[config.mk]
export PLATFORM = sky130hd
export DESIGN_NAME = fpnan_unit
export DESIGN_NICKNAME = d
export VERILOG_FILES = /design/src/rtl/fpnan_pkg.sv /design/src/rtl/fpnan_classify_lane.sv /design/src/rtl/fpnan_pattern_lane.sv /design/src/rtl/fpnan_unit.sv
export SDC_FILE = /design/constraint.sdc
export NUM_CORES = 1
export LEC_CHECK = 0
export CORE_MARGIN = 2
export CORE_UTILIZATION = 37
export CTS_BUF_LIST = sky130_fd_sc_hd__clkbuf_8
export CTS_CLUSTER_SIZE = 16
export DETAILED_ROUTE_END_ITERATION = 8
export PLACE_DENSITY = 0.76
export SYNTH_ARGS = -nofsm -noshare
export SYNTH_HDL_FRONTEND = slang
export SYNTH_SLANG_ARGS = --single-unit
[constraint.sdc]
create_clock -name clk -period 2.85 [get_ports clk]
set_input_delay 0.855 -clock clk [delete_from_list [all_inputs] [get_ports clk]]
set_output_delay 0.855 -clock clk [all_outputs]
set_load 0.02 [all_outputs]
[src/rtl/fpnan_pkg.sv]
package fpnan_pkg;

  localparam int NUM_FMT = 4;
  localparam int MAX_W   = 64;
  localparam int FMT_W   = $clog2(NUM_FMT);

  typedef enum logic [1:0] {
    FMT_HALF   = 2'd0,
    FMT_BF16   = 2'd1,
    FMT_SINGLE = 2'd2,
    FMT_DOUBLE = 2'd3
  } fp_fmt_e;

  typedef enum logic [1:0] {
    DNAN_BY_POL  = 2'd0,
    DNAN_ALL_ONE = 2'd1,
    DNAN_NEG_TOP = 2'd2,
    DNAN_ALIAS   = 2'd3
  } dnan_style_e;

  function automatic int fmt_exp_w(input int f);
    case (f)
      0:       return 5;
      1:       return 8;
      2:       return 8;
      default: return 11;
    endcase
  endfunction

  function automatic int fmt_frac_w(input int f);
    case (f)
      0:       return 10;
      1:       return 7;
      2:       return 23;
      default: return 52;
    endcase
  endfunction

endpackage

[src/rtl/fpnan_classify_lane.sv]
module fpnan_classify_lane #(
  parameter int EXP_W  = 8,
  parameter int FRAC_W = 23,
  localparam int MAG_W = EXP_W + FRAC_W
) (
  input  logic [MAG_W-1:0] mag_i,
  input  logic             pol_i,
  input  logic             nosig_i,
  output logic             is_nan_o,
  output logic             is_qnan_o,
  output logic             is_snan_o
);

  logic exp_ones;
  logic top_bit;
  logic low_nz;
  logic marked;
  logic unmarked;

  assign exp_ones = &mag_i[FRAC_W +: EXP_W];
  assign top_bit  = mag_i[FRAC_W-1];
  assign low_nz   = |mag_i[FRAC_W-2:0];
  assign marked   = exp_ones & top_bit;
  assign unmarked = exp_ones & ~top_bit & low_nz;

  always_comb begin
    is_nan_o = marked | unmarked;
    if (nosig_i) begin
      is_qnan_o = marked | unmarked;
      is_snan_o = 1'b0;
    end else if (pol_i) begin
      is_qnan_o = unmarked;
      is_snan_o = marked;
    end else begin
      is_qnan_o = marked;
      is_snan_o = unmarked;
    end
  end

endmodule

[src/rtl/fpnan_pattern_lane.sv]
module fpnan_pattern_lane #(
  parameter int EXP_W  = 8,
  parameter int FRAC_W = 23,
  localparam int TOT_W = 1 + EXP_W + FRAC_W
) (
  input  logic [TOT_W-1:0] op_i,
  input  logic             is_snan_i,
  input  logic             pol_i,
  input  logic [1:0]       style_i,
  output logic [TOT_W-1:0] quiet_o,
  output logic [TOT_W-1:0] dnan_o
);

  import fpnan_pkg::*;

  always_comb begin
    quiet_o = op_i;
    if (is_snan_i) begin
      if (pol_i) begin
        quiet_o[FRAC_W-1] = 1'b0;
        quiet_o[FRAC_W-2] = 1'b1;
      end else begin
        quiet_o[FRAC_W-1] = 1'b1;
      end
    end
  end

  always_comb begin
    dnan_o = '0;
    dnan_o[FRAC_W +: EXP_W] = '1;
    case (dnan_style_e'(style_i))
      DNAN_ALL_ONE: dnan_o[FRAC_W-1:0] = '1;
      DNAN_NEG_TOP: begin
        dnan_o[TOT_W-1]  = 1'b1;
        dnan_o[FRAC_W-1] = 1'b1;
      end
      default: begin
        if (pol_i) dnan_o[FRAC_W-2:0] = '1;
        else       dnan_o[FRAC_W-1]   = 1'b1;
      end
    endcase
  end

endmodule

[src/rtl/fpnan_unit.sv]
module fpnan_unit
  import fpnan_pkg::*;
(
  input  logic             clk,
  input  logic             rst,
  input  logic             in_valid,
  input  logic [1:0]       in_fmt,
  input  logic [63:0]      in_operand,
  input  logic             snan_pol,
  input  logic             nosig_mode,
  input  logic [1:0]       dnan_style,
  output logic             out_valid,
  output logic             out_is_nan,
  output logic             out_is_qnan,
  output logic             out_is_snan,
  output logic [63:0]      out_quiet,
  output logic [63:0]      out_dnan
);

  logic [NUM_FMT-1:0] lane_nan;
  logic [NUM_FMT-1:0] lane_qnan;
  logic [NUM_FMT-1:0] lane_snan;

  for (genvar g = 0; g < NUM_FMT; g++) begin : g_lane
    localparam int EW = fmt_exp_w(g);
    localparam int FW = fmt_frac_w(g);
    localparam int TW = 1 + EW + FW;

    logic [TW-1:0]    quiet_n;
    logic [TW-1:0]    dnan_n;
    logic [MAX_W-1:0] quiet_ext;
    logic [MAX_W-1:0] dnan_ext;

    fpnan_classify_lane #(.EXP_W(EW), .FRAC_W(FW)) i_cls (
      .mag_i     (in_operand[TW-2:0]),
      .pol_i     (snan_pol),
      .nosig_i   (nosig_mode),
      .is_nan_o  (lane_nan[g]),
      .is_qnan_o (lane_qnan[g]),
      .is_snan_o (lane_snan[g])
    );

    fpnan_pattern_lane #(.EXP_W(EW), .FRAC_W(FW)) i_pat (
      .op_i      (in_operand[TW-1:0]),
      .is_snan_i (lane_snan[g]),
      .pol_i     (snan_pol),
      .style_i   (dnan_style),
      .quiet_o   (quiet_n),
      .dnan_o    (dnan_n)
    );

    always_comb begin
      quiet_ext = '0;
      dnan_ext  = '0;
      quiet_ext[TW-1:0] = quiet_n;
      dnan_ext[TW-1:0]  = dnan_n;
    end
  end

  logic [MAX_W-1:0] sel_quiet;
  logic [MAX_W-1:0] sel_dnan;

  always_comb begin
    case (fp_fmt_e'(in_fmt))
      FMT_HALF:   begin sel_quiet = g_lane[0].quiet_ext; sel_dnan = g_lane[0].dnan_ext; end
      FMT_BF16:   begin sel_quiet = g_lane[1].quiet_ext; sel_dnan = g_lane[1].dnan_ext; end
      FMT_SINGLE: begin sel_quiet = g_lane[2].quiet_ext; sel_dnan = g_lane[2].dnan_ext; end
      default:    begin sel_quiet = g_lane[3].quiet_ext; sel_dnan = g_lane[3].dnan_ext; end
    endcase
  end

  always_ff @(posedge clk) begin
    if (rst) begin
      out_valid   <= 1'b0;
      out_is_nan  <= 1'b0;
      out_is_qnan <= 1'b0;
      out_is_snan <= 1'b0;
      out_quiet   <= '0;
      out_dnan    <= '0;
    end else begin
      out_valid <= in_valid;
      if (in_valid) begin
        out_is_nan  <= lane_nan[in_fmt];
        out_is_qnan <= lane_qnan[in_fmt];
        out_is_snan <= lane_snan[in_fmt];
        out_quiet   <= sel_quiet;
        out_dnan    <= sel_dnan;
      end
    end
  end

endmodule

==> run metrics <==
vias per cell=slightly above 5; VDD IR-drop max=0.224 mV; setup violators final=0; Logic pwr share=a little under a quarter; grt total ovfl=0; CP arrival=about 1.8 ns; Overall Global Routing Usage=approximately a fifth; Least-Margin Pin Slew=around 0.64 ns; CP endpoint kind=output pin; Worst Hold Class=register to register; Post-Place Worst Slack=-0.0832 ns; Pint=~0.0018 W; Pre-Repair DR Iteration Count=4; slowest stage delay, CP=0.72 ns; Finished Core Util=between 50% and 60%; WP buf/inv=1; largest family of logic cells by synthesized area=simple AND/OR/NAND/NOR gates; most frequent cells in the layout=clkdlybuf4s50_1 (202), dfxtp_1 (82), nand2_1 (54), a21oi_1 (50), nor2_1 (39); layout cells sized above 1=7.36%; gp weighted congestion=between 0.8 and 0.9; RSZ-0062 raised after global routing=no; status=finished, final reports clean; crit-path max FO=20; register area share after synthesis=between 40% and 50%; # rows=37; Final min period=around 2.6 ns; Ys Warns=0; switching portion of total power=between 20% and 30%; DPL Wire Length=approximately 9100 um; Compound-Gate Fraction of Synth Area=roughly 16%; Core Footprint=about 10,000 um2; PwrDens=approximately 430 nW/um2; met2 Use GR=36.4%; routed len/inst=roughly 16 um; setup_tns=0 ns; Adder-Cell Fraction of Synth Area=less than 1%; global route hottest layer=met2; most common library cell in the layout ignoring fill and taps=clkdlybuf4s50_1; full die area=between 10,000 and 15,000 um2; antenna violations before repair=0; Synth Cell Area=around 3900 um2; Area contributors post-synth=dfxtp_1 (42%), buf_4 (9.7%), a21oi_1 (6.5%); initial drt markers=around 210; I/O Pins=between 200 and 250; final worst-path cycle share=between 90% and 100%; GR Layer Usage met3=under 10%; largest area contributor in the netlist=dfxtp_1; worst skew pair latency=0.34 ns; post-CTS setup buffer count=0; met1 global-route usage=23.5%; post-synthesis simple-gate area fraction=between 20 and 25%; Worst-path clk slew=0.08 ns; Main synth FF type=dfxtp_1; nets@finish=between 600 and 700; Post-Synth XOR/XNOR Area=less than 1%; slowest CP cell=clkdlybuf4s50_1; max_slew headroom=57.0%; Static Leak=about 2.1 nW; #FFs+latches synth=82; ANT cells=0; clk sinks=82; EDFF count, synth=0; FMAX=approximately 380 MHz; clock root buffer=clkbuf_8; max cap viols=0; Max Root-Sink Buffers=2; layout overhead on the synthesized area=52.3%; via count=3,934; number of global-route vias before repair=about 3.8k; drt drc=0; Die Height=around 110 um; share of async-settable or async-resettable flops after synthesis=0%; Synth top area share=between 40% and 50%; Mapped Avg Cell Area=8.24 um2; Buffers on Ports=204; worst setup slack after layout=about 0.24 ns; Post-DRT Antenna Nets=0; Cells after Synth=470; Worst Path Required=about 2.0 ns; final WL=12,000 um; TritonCTS buffer count=9; Post-CTS Resized=0; Clock power frac=between 20% and 30%; share of power burned in registers=48.4%; first-pass GRT wire length=about 19,000 um; H-tree depth=3; Die W=between 100 and 150 um; Fin. Hold Viols=0; largest net degree at the start of global routing=55; Post-Syn Nets=about 550; Net Sw Power=slightly above 0.0007 W; max-slew violations=0; Tot Pwr=0.00253 W; Starting Density=37.9%; CTS tree=yes; crit start category=register; synth unique cells=53; delay-heaviest family, CP=buffers and inverters; Post-CTS Hold Fix Bufs=0; Worst Clk Skew=0 ns; critical path class=register to output pin; CP Cell Sequence=clkdlybuf4s50_1; post-synthesis mux area share=under 10%
[cells in the mapped netlist (5+ instances only)]
cell type  number
nand3_1        38
nor4_1         11
a22oi_1        12
o211ai_1        8
nand4_1         6
dfxtp_1        82
nor3_1         10
clkbuf_1       26
a21oi_1        50
mux2i_1        15
buf_4          50
buf_2           5
nor2_1         39
nand2_1        54
[routing by layer]
layer | routed length, um | part of all wire [%] | vias up
li1 | - | - | 1904
met4 | 129 | 1.1 | 0
met3 | 870 | 7.2 | 14
met1 | 5010 | 42 | 1867
met2 | 6020 | 50 | 149
met5 | 0 | 0 | -
[power by group through the flow]
stage	logic, W	clock network, W	registers [W]
2_1_floorplan	0.000240	0	0.00130
3_3_place_gp	0.000573	0	0.00125
3_5_place_dp	0.000582	0	0.00125
4_1_cts	0.000583	0.000735	0.00122
5_1_grt	0.000618	0.000787	0.00123
6_report	0.000581	0.000721	0.00122
[registers in the layout, indices dropped and copies added (netlist names)]
name / cells
out_dnan: 14
out_valid: 1
out_quiet: 64
out_is_qnan: 1
out_is_nan: 1
out_is_snan: 1
[final cells by class]
class / instances / area [um2]
fill: 908 / 4330
timing repair buffer: 224 / 2210
multi-input combinational: 298 / 1700
sequential: 82 / 1640
tap: 136 / 170
clock buffer: 10 / 138
clock inverter: 6 / 26.3
inverter: 5 / 18.8
[stage by stage]
step | area, um2 | hold WS, ns | instances
6_report | 5900 | 0.464 | 761
5_1_grt | 5900 | 0.480 | 761
4_1_cts | 5900 | 0.467 | 761
3_5_place_dp | 5740 | 0.453 | 745
3_3_place_gp | 5740 | 0.448 | 745
2_1_floorplan | 3870 | 0.541 | 470
[logic make-up after synthesis]
kind of cell | after synthesis
compound gates | 97
flops | 82
simple gates | 182
fa+ha+maj | 2
mux | 15
buf+inv | 90
xor+xnor | 2
[path summary, 6_finish.rpt]
check / startpoint / to / slack, ns / cells past startpoint
max: out_dnan[50]$_SDFFE_PP0P_ / out_dnan[49] / 0.24 / 1
min: out_quiet[20]$_SDFFE_PP0P_ / out_quiet[20]$_SDFFE_PP0P_ / 0.46 / 2
max reg2reg: out_dnan[50]$_SDFFE_PP0P_ / out_dnan[50]$_SDFFE_PP0P_ / 1.86 / 2
min reg2reg: out_quiet[20]$_SDFFE_PP0P_ / out_quiet[20]$_SDFFE_PP0P_ / 0.46 / 2
Power figures use the tool's default switching activity.
